==> config.mk <==
export PLATFORM = sky130hd
export DESIGN_NAME = txs_stream_top
export DESIGN_NICKNAME = d
export VERILOG_FILES = /design/src/rtl/txs_pkg.sv /design/src/rtl/txs_edge_det.sv /design/src/rtl/txs_mode_ctl.sv /design/src/rtl/txs_frame_seq.sv /design/src/rtl/txs_stream_top.sv
export SDC_FILE = /design/constraint.sdc
export NUM_CORES = 1
export LEC_CHECK = 0
export CORE_MARGIN = 5
export CORE_UTILIZATION = 50
export CTS_CLUSTER_DIAMETER = 150
export CTS_CLUSTER_SIZE = 10
export DETAILED_ROUTE_END_ITERATION = 8
export DONT_BUFFER_PORTS = 1
export PLACE_DENSITY = 0.64
export RECOVER_POWER = 100
export SKIP_CTS_REPAIR_TIMING = 1
export SLEW_MARGIN = 10
export SYNTH_ARGS = -nofsm -noshare
export SYNTH_HDL_FRONTEND = slang
export SYNTH_SLANG_ARGS = --single-unit
==> constraint.sdc <==
create_clock -name clk -period 5.1 [get_ports clk]
set_input_delay 0.51 -clock clk [delete_from_list [all_inputs] [get_ports clk]]
set_output_delay 0.51 -clock clk [all_outputs]
set_load 0.05 [all_outputs]
==> src/rtl/txs_pkg.sv <==
package txs_pkg;

   // Which part of the stream the sequencer is in
   typedef enum logic [1:0] {
      PH_SYNC = 2'd0,
      PH_BITS = 2'd1,
      PH_NULL = 2'd2
   } txs_phase_e;

   // Slots appended after the data bits of every frame
   localparam int unsigned TXS_NULL_SLOTS = 1;

endpackage

==> src/rtl/txs_edge_det.sv <==
module txs_edge_det #(
   parameter int unsigned SYNC    = 2,
   parameter int unsigned CONFIRM = 1,
   parameter bit          RISING  = 1'b1,
   parameter bit          RST_LVL = 1'b0
) (
   input  logic clk,
   input  logic rst_n,
   input  logic pin_i,
   output logic hit_o
);

   localparam int unsigned LEN = SYNC + CONFIRM;
   localparam bit          LVL = RISING;

   if (SYNC < 2) begin : g_bad_sync
      $error("txs_edge_det: SYNC must be at least 2");
   end
   if (CONFIRM < 1) begin : g_bad_conf
      $error("txs_edge_det: CONFIRM must be at least 1");
   end

   // q[0] is the newest sample; q[SYNC-1] is the first settled one
   logic [LEN-1:0] q;

   always_ff @(posedge clk or negedge rst_n) begin
      if (!rst_n) q <= {LEN{RST_LVL}};
      else        q <= {q[LEN-2:0], pin_i};
   end

   if (CONFIRM == 1) begin : g_single
      assign hit_o = (q[SYNC-1] == LVL) && (q[SYNC] != LVL);
   end else begin : g_multi
      logic held;
      always_comb begin
         held = 1'b1;
         for (int k = 0; k < int'(CONFIRM); k++) begin
            held = held & (q[SYNC-1+k] == LVL);
         end
      end
      assign hit_o = held && (q[LEN-1] != LVL);
   end

endmodule

==> src/rtl/txs_mode_ctl.sv <==
module txs_mode_ctl (
   input  logic clk,
   input  logic rst_n,
   input  logic exit_i,
   output logic own_o
);

   // One-way flag: only reset sets it
   always_ff @(posedge clk or negedge rst_n) begin
      if (!rst_n)      own_o <= 1'b1;
      else if (exit_i) own_o <= 1'b0;
   end

endmodule

==> src/rtl/txs_frame_seq.sv <==
module txs_frame_seq
   import txs_pkg::*;
#(
   parameter int unsigned DEPTH = 128,
   parameter int unsigned DW    = 8,
   parameter int unsigned PRE   = 9,
   parameter int unsigned AW    = $clog2(DEPTH)
) (
   input  logic          clk,
   input  logic          rst_n,
   input  logic          step_i,
   input  logic          stop_i,
   input  logic [DW-1:0] rd_data_i,
   output logic [AW-1:0] rd_addr_o,
   output logic          pull_o,
   output logic          in_sync_o
);

   localparam int unsigned PW    = $clog2(PRE + 1);
   localparam int unsigned SLOTS = DW + TXS_NULL_SLOTS;
   localparam int unsigned BW    = $clog2(SLOTS + 1);
   localparam logic [PW-1:0] PRE_END  = PW'(PRE);
   localparam logic [BW-1:0] NULL_IDX = BW'(DW);
   localparam logic [AW-1:0] LAST_A   = AW'(DEPTH - 1);

   logic [PW-1:0] pre_q;
   logic [BW-1:0] slot_q;
   logic [AW-1:0] addr_q;
   logic [AW-1:0] addr_nxt;
   logic [DW-1:0] shf_q;
   logic          pull_q;
   txs_phase_e    phase;

   // Address successor: free wrap for powers of two, compare otherwise
   if (DEPTH == (1 << AW)) begin : g_pow2
      assign addr_nxt = addr_q + AW'(1);
   end else begin : g_cmp
      assign addr_nxt = (addr_q == LAST_A) ? '0 : addr_q + AW'(1);
   end

   always_comb begin
      if (pre_q != PRE_END)      phase = PH_SYNC;
      else if (slot_q == NULL_IDX) phase = PH_NULL;
      else                       phase = PH_BITS;
   end

   always_ff @(posedge clk or negedge rst_n) begin
      if (!rst_n) begin
         pre_q  <= '0;
         slot_q <= '0;
         addr_q <= '0;
         shf_q  <= '0;
         pull_q <= 1'b0;
      end else if (stop_i) begin
         pull_q <= 1'b0;
      end else if (step_i) begin
         case (phase)
            PH_SYNC: begin
               pre_q  <= pre_q + PW'(1);
               pull_q <= 1'b0;
            end
            PH_NULL: begin
               slot_q <= '0;
               addr_q <= addr_nxt;
               pull_q <= 1'b0;
            end
            default: begin
               slot_q <= slot_q + BW'(1);
               if (slot_q == '0) begin
                  pull_q <= ~rd_data_i[DW-1];
                  shf_q  <= rd_data_i << 1;
               end else begin
                  pull_q <= ~shf_q[DW-1];
                  shf_q  <= shf_q << 1;
               end
            end
         endcase
      end
   end

   assign rd_addr_o = addr_q;
   assign pull_o    = pull_q;
   assign in_sync_o = (phase == PH_SYNC);

endmodule

==> src/rtl/txs_stream_top.sv <==
module txs_stream_top #(
   parameter int unsigned DEPTH   = 128,
   parameter int unsigned DW      = 8,
   parameter int unsigned PRE     = 9,
   parameter int unsigned SYNC    = 2,
   parameter int unsigned CONFIRM = 2,
   parameter int unsigned AW      = $clog2(DEPTH)
) (
   input  logic          clk,
   input  logic          rst_n,
   input  logic          tx_clk_i,
   input  logic          bd_clk_i,
   output logic [AW-1:0] rd_addr_o,
   input  logic [DW-1:0] rd_data_i,
   output logic          sda_pull_o,
   output logic          tx_owner_o
);

   if (DEPTH < 2)  begin : g_bad_depth $error("DEPTH must be at least 2"); end
   if (DW < 2)     begin : g_bad_dw    $error("DW must be at least 2"); end
   if (PRE < 1)    begin : g_bad_pre   $error("PRE must be at least 1"); end
   if (AW != $clog2(DEPTH)) begin : g_bad_aw $error("AW must match DEPTH"); end

   logic tx_rise;
   logic bd_fall;
   logic tx_step;
   logic in_sync;

   txs_edge_det #(
      .SYNC(SYNC), .CONFIRM(1), .RISING(1'b1), .RST_LVL(1'b0)
   ) u_tx_edge (
      .clk(clk), .rst_n(rst_n), .pin_i(tx_clk_i), .hit_o(tx_rise)
   );

   txs_edge_det #(
      .SYNC(SYNC), .CONFIRM(CONFIRM), .RISING(1'b0), .RST_LVL(1'b1)
   ) u_bd_edge (
      .clk(clk), .rst_n(rst_n), .pin_i(bd_clk_i), .hit_o(bd_fall)
   );

   txs_mode_ctl u_mode (
      .clk(clk), .rst_n(rst_n), .exit_i(bd_fall), .own_o(tx_owner_o)
   );

   assign tx_step = tx_rise & tx_owner_o;

   txs_frame_seq #(
      .DEPTH(DEPTH), .DW(DW), .PRE(PRE), .AW(AW)
   ) u_seq (
      .clk(clk), .rst_n(rst_n), .step_i(tx_step), .stop_i(bd_fall),
      .rd_data_i(rd_data_i), .rd_addr_o(rd_addr_o),
      .pull_o(sda_pull_o), .in_sync_o(in_sync)
   );

endmodule

==> impl_metrics.csv <==
group,metric,value,unit
yosys,yosys.area.top_type,"dfrtp_1",
sta,worst_slew_pin_slew,1.58,ns
global_route,grt_first_pass_wirelength,3980,µm
power_and_ir_drop,power_leakage,0.671,nW
layout,drive_above_1_share,0.142,
die,die_x,63.2,µm
layout,final_area,1460,µm²
die,die_h,63.2,µm
yosys,ys_seq_area_frac,0.553,
sta,fin_ws,2.38,ns
clock_network,clk_pin_slew,0.09,ns
run,drv_cap,1,
worst_setup_path,worstSetupPathType,"reg -> reg",
place,routabilityCongestion,0.732,
detailed_routing,viasPerCell,5.44,
die,start_util,0.518,
place,placed_cells,141,
sta,rsz0062_at_grt,"false",
yosys,syn_inst,111,
layout,final_nets,136,
layout,areaGrowthSynthToFinish,3.09,%
yosys,ys_warn_count,0,
yosys,synth_top_family_by_area,"simple AND/OR/NAND/NOR gates",
layout,fin_cells,151,
yosys,yosys.area_share.simple,0.197,
detailed_routing,drt.antenna.violating_nets,0,
global_route,grt_use_total,0.130,
yosys,synth-compound-area-share,0.0539,
sta,setup_tns,0,ns
die,die_area,3990,µm²
detailed_routing,drt_drc_violations_left,0,
power_and_ir_drop,power.total,391,µW
yosys,synthMuxAreaShare,0.0805,
detailed_routing,drt_iter0_markers,19,
clock_network,htree_levels,2,
sta,slew_headroom,-0.0509,
global_route,grt_pass1_vias,819,
yosys,synthAdderAreaFrac,0.0442,
worst_setup_path,arrival,2.94,ns
die,coreArea,2730,µm²
sta,finClkSkew,0.00584,ns
die,rows,19,
yosys,netlist.area_leader.share,0.460,
yosys,ys_ff_latch,31,
detailed_routing,drt_pre_antenna_iters,4,
status,violations,"capacitance limit, slew limit",
place,post-place-ws,3.21,ns
yosys,syn_nets,128,
sta,period_needed,2.72,ns
detailed_routing,wl,2240,µm
layout,fillCellCount,243,
yosys,yosys.cell_types.count,31,
worst_setup_path,critPathRequiredTime,5.32,ns
global_route,overflow,0,
global_route,grt_max_degree,32,
place,hpwl,1520,µm
place,portBuffers,0,
sta,period_share,0.533,
clock_network,tritoncts,"yes",
sta,setup-violations-final,0,
yosys,synth_area,1420,µm²
clock_network,cts.path.max_buffers,2,
place,placed_area,1450,µm²
clock_network,clk_latency,0.33,ns
detailed_routing,wl_per_cell,14.9,µm
min_path,hold_depth,0,
global_route,antenna_found_initial,0,
die,ios,21,
status,outcome,"complete, but fails checks",
yosys,syn_avg_cell_area,12.7,µm²
sta,hold_viol_final,0,
sta,maxSlewViolCount,32,
sta,max_freq,368,MHz
worst_setup_path,startpoint_type,"flip-flop",
worst_setup_path,cp_max_fo,7,
clock_network,cts_made_buffers,5,
power_and_ir_drop,ir_drop,0.162,mV
clock_network,root_buffer,"clkbuf_4",
power_and_ir_drop,power_density,268,nW/µm²
yosys,ys_top_cells_by_area,"dfrtp_1 46%, dfstp_2 9.3%, mux2i_1 5.7%",
layout,regArea,782,µm²
worst_setup_path,ff2ff_path_depth,3,
min_path,hp-class,"in -> reg",
layout,multi_input_area,552,µm²
worst_setup_path,endpoint_kind,"flip-flop",
layout,antennaDiodeCount,0,
detailed_routing,vias,822,
yosys,synthXorXnorAreaFrac,0.0495,
clock_network,numClockSinks,31,
-- metal layers --
metal	vias up	wire length, µm	GRT usage
li1	403	-	-
met1	395	1050	0.160
met2	18	980	0.177
met3	6	160	0.0764
met4	0	53	0.0701
met5	-	0	0
-- Yosys cell counts, drive strengths merged --
| cell type | instances |
|---|---|
| a21oi | 6 |
| nand3 | 4 |
| inv | 4 |
| nand2 | 5 |
| xor2 | 2 |
| xnor2 | 6 |
| o21ai | 4 |
| nand4 | 3 |
| dfrtp | 26 |
| nor2 | 10 |
| nor3b | 2 |
| mux2i | 8 |
| a32o | 1 |
| and4 | 2 |
| dfstp | 5 |
| and3b | 2 |
| nor2b | 2 |
| and3 | 1 |
| a22o | 1 |
| mux2 | 3 |
| nand3b | 3 |
| buf | 2 |
| nor3 | 2 |
| nor4 | 2 |
| ha | 5 |
-- metrics by stage --
stage / utilization / hold slack (ns)
finish: 0.534 / 0.174
global route: 0.534 / 0.131
CTS: 0.547 / -0.150
detailed placement: 0.529 / 0.215
global placement: 0.529 / 0.215
floorplan: - / 0.214
-- state kept, by name (all words and copies together) (netlist names) --
name             flops
u_seq.pre_q          4
u_seq.shf_q          7
u_seq.rd_addr_o      7
u_tx_edge.q          3
u_mode.own_o         1
u_seq.pull_o         1
u_seq.slot_q         4
u_bd_edge.q          4
-- cells by family (layout without fill, tap and decap cells) --
logic type / after synthesis / count (layout)
simple gates: 38 / 38
flops: 31 / 31
compound gates: 12 / 12
mux: 11 / 11
xor+xnor: 8 / 8
buf+inv: 6 / 15
fa+ha+maj: 5 / 5
-- report_power, final --
part	internal (mW)	total, mW	switching (mW)
clock network	0.0536	0.132	0.0782
registers	0.249	0.251	0.00138
logic	0.00221	0.00847	0.00626
-- final cells by class --
cell class	count	share of cell area
Tap cell	31	0.0266
Sequential cell	31	0.536
Timing Repair Buffer	3	0.0146
Clock buffer	7	0.0309
Multi-Input combinational cell	74	0.378
Inverter	4	0.0103
Clock inverter	1	0.00343
-- critical path, cell delays in order (launching register included) --
cell	delay [ns]
dfstp_1	0.85
nand3b_1	0.34
nor4_1	1.01
mux2_2	0.42
-- layout by cell type, fill, tap and decap left out, drive strengths merged --
| master | Yosys | layout |
|---|---|---|
| and4 | 2 | 2 |
| and3 | 1 | 1 |
| dfstp | 5 | 5 |
| xnor2 | 6 | 6 |
| nor2 | 10 | 10 |
| and3b | 2 | 2 |
| a22o | 1 | 1 |
| nand3 | 4 | 4 |
| mux2 | 3 | 3 |
| ha | 5 | 5 |
| inv | 4 | 4 |
| clkbuf | 0 | 8 |
| a21oi | 6 | 6 |
| nor2b | 2 | 2 |
| o21ai | 4 | 4 |
| dlygate4sd3 | 0 | 1 |
| nor3b | 2 | 2 |
| nor4 | 2 | 2 |
| xor2 | 2 | 2 |
| mux2i | 8 | 8 |
| buf | 2 | 1 |
| dfrtp | 26 | 26 |
| nand4 | 3 | 3 |
| nor3 | 2 | 2 |
| clkinv | 0 | 1 |
| a32o | 1 | 1 |
| nand3b | 3 | 3 |
| nand2 | 5 | 5 |
-- path summary, 6_finish.rpt --
check,start,endpoint,slack (ns)
setup reg to reg,u_mode.own_o$_DFFE_PN1P_,u_seq.rd_addr_o[1]$_DFFE_PN0P_,2.38
hold reg to reg,u_tx_edge.q[0]$_DFF_PN0_,u_tx_edge.q[1]$_DFF_PN0_,0.36
min in group asynchronous,rst_n,u_seq.rd_addr_o[0]$_DFFE_PN0P_,1.13
max in group asynchronous,rst_n,u_seq.pre_q[0]$_DFFE_PN0P_,3.06
setup / recovery,u_mode.own_o$_DFFE_PN1P_,u_seq.rd_addr_o[1]$_DFFE_PN0P_,2.38
hold / removal,bd_clk_i,u_bd_edge.q[0]$_DFF_PN1_,0.17
No activity file was read; power rests on OpenSTA's default activity.
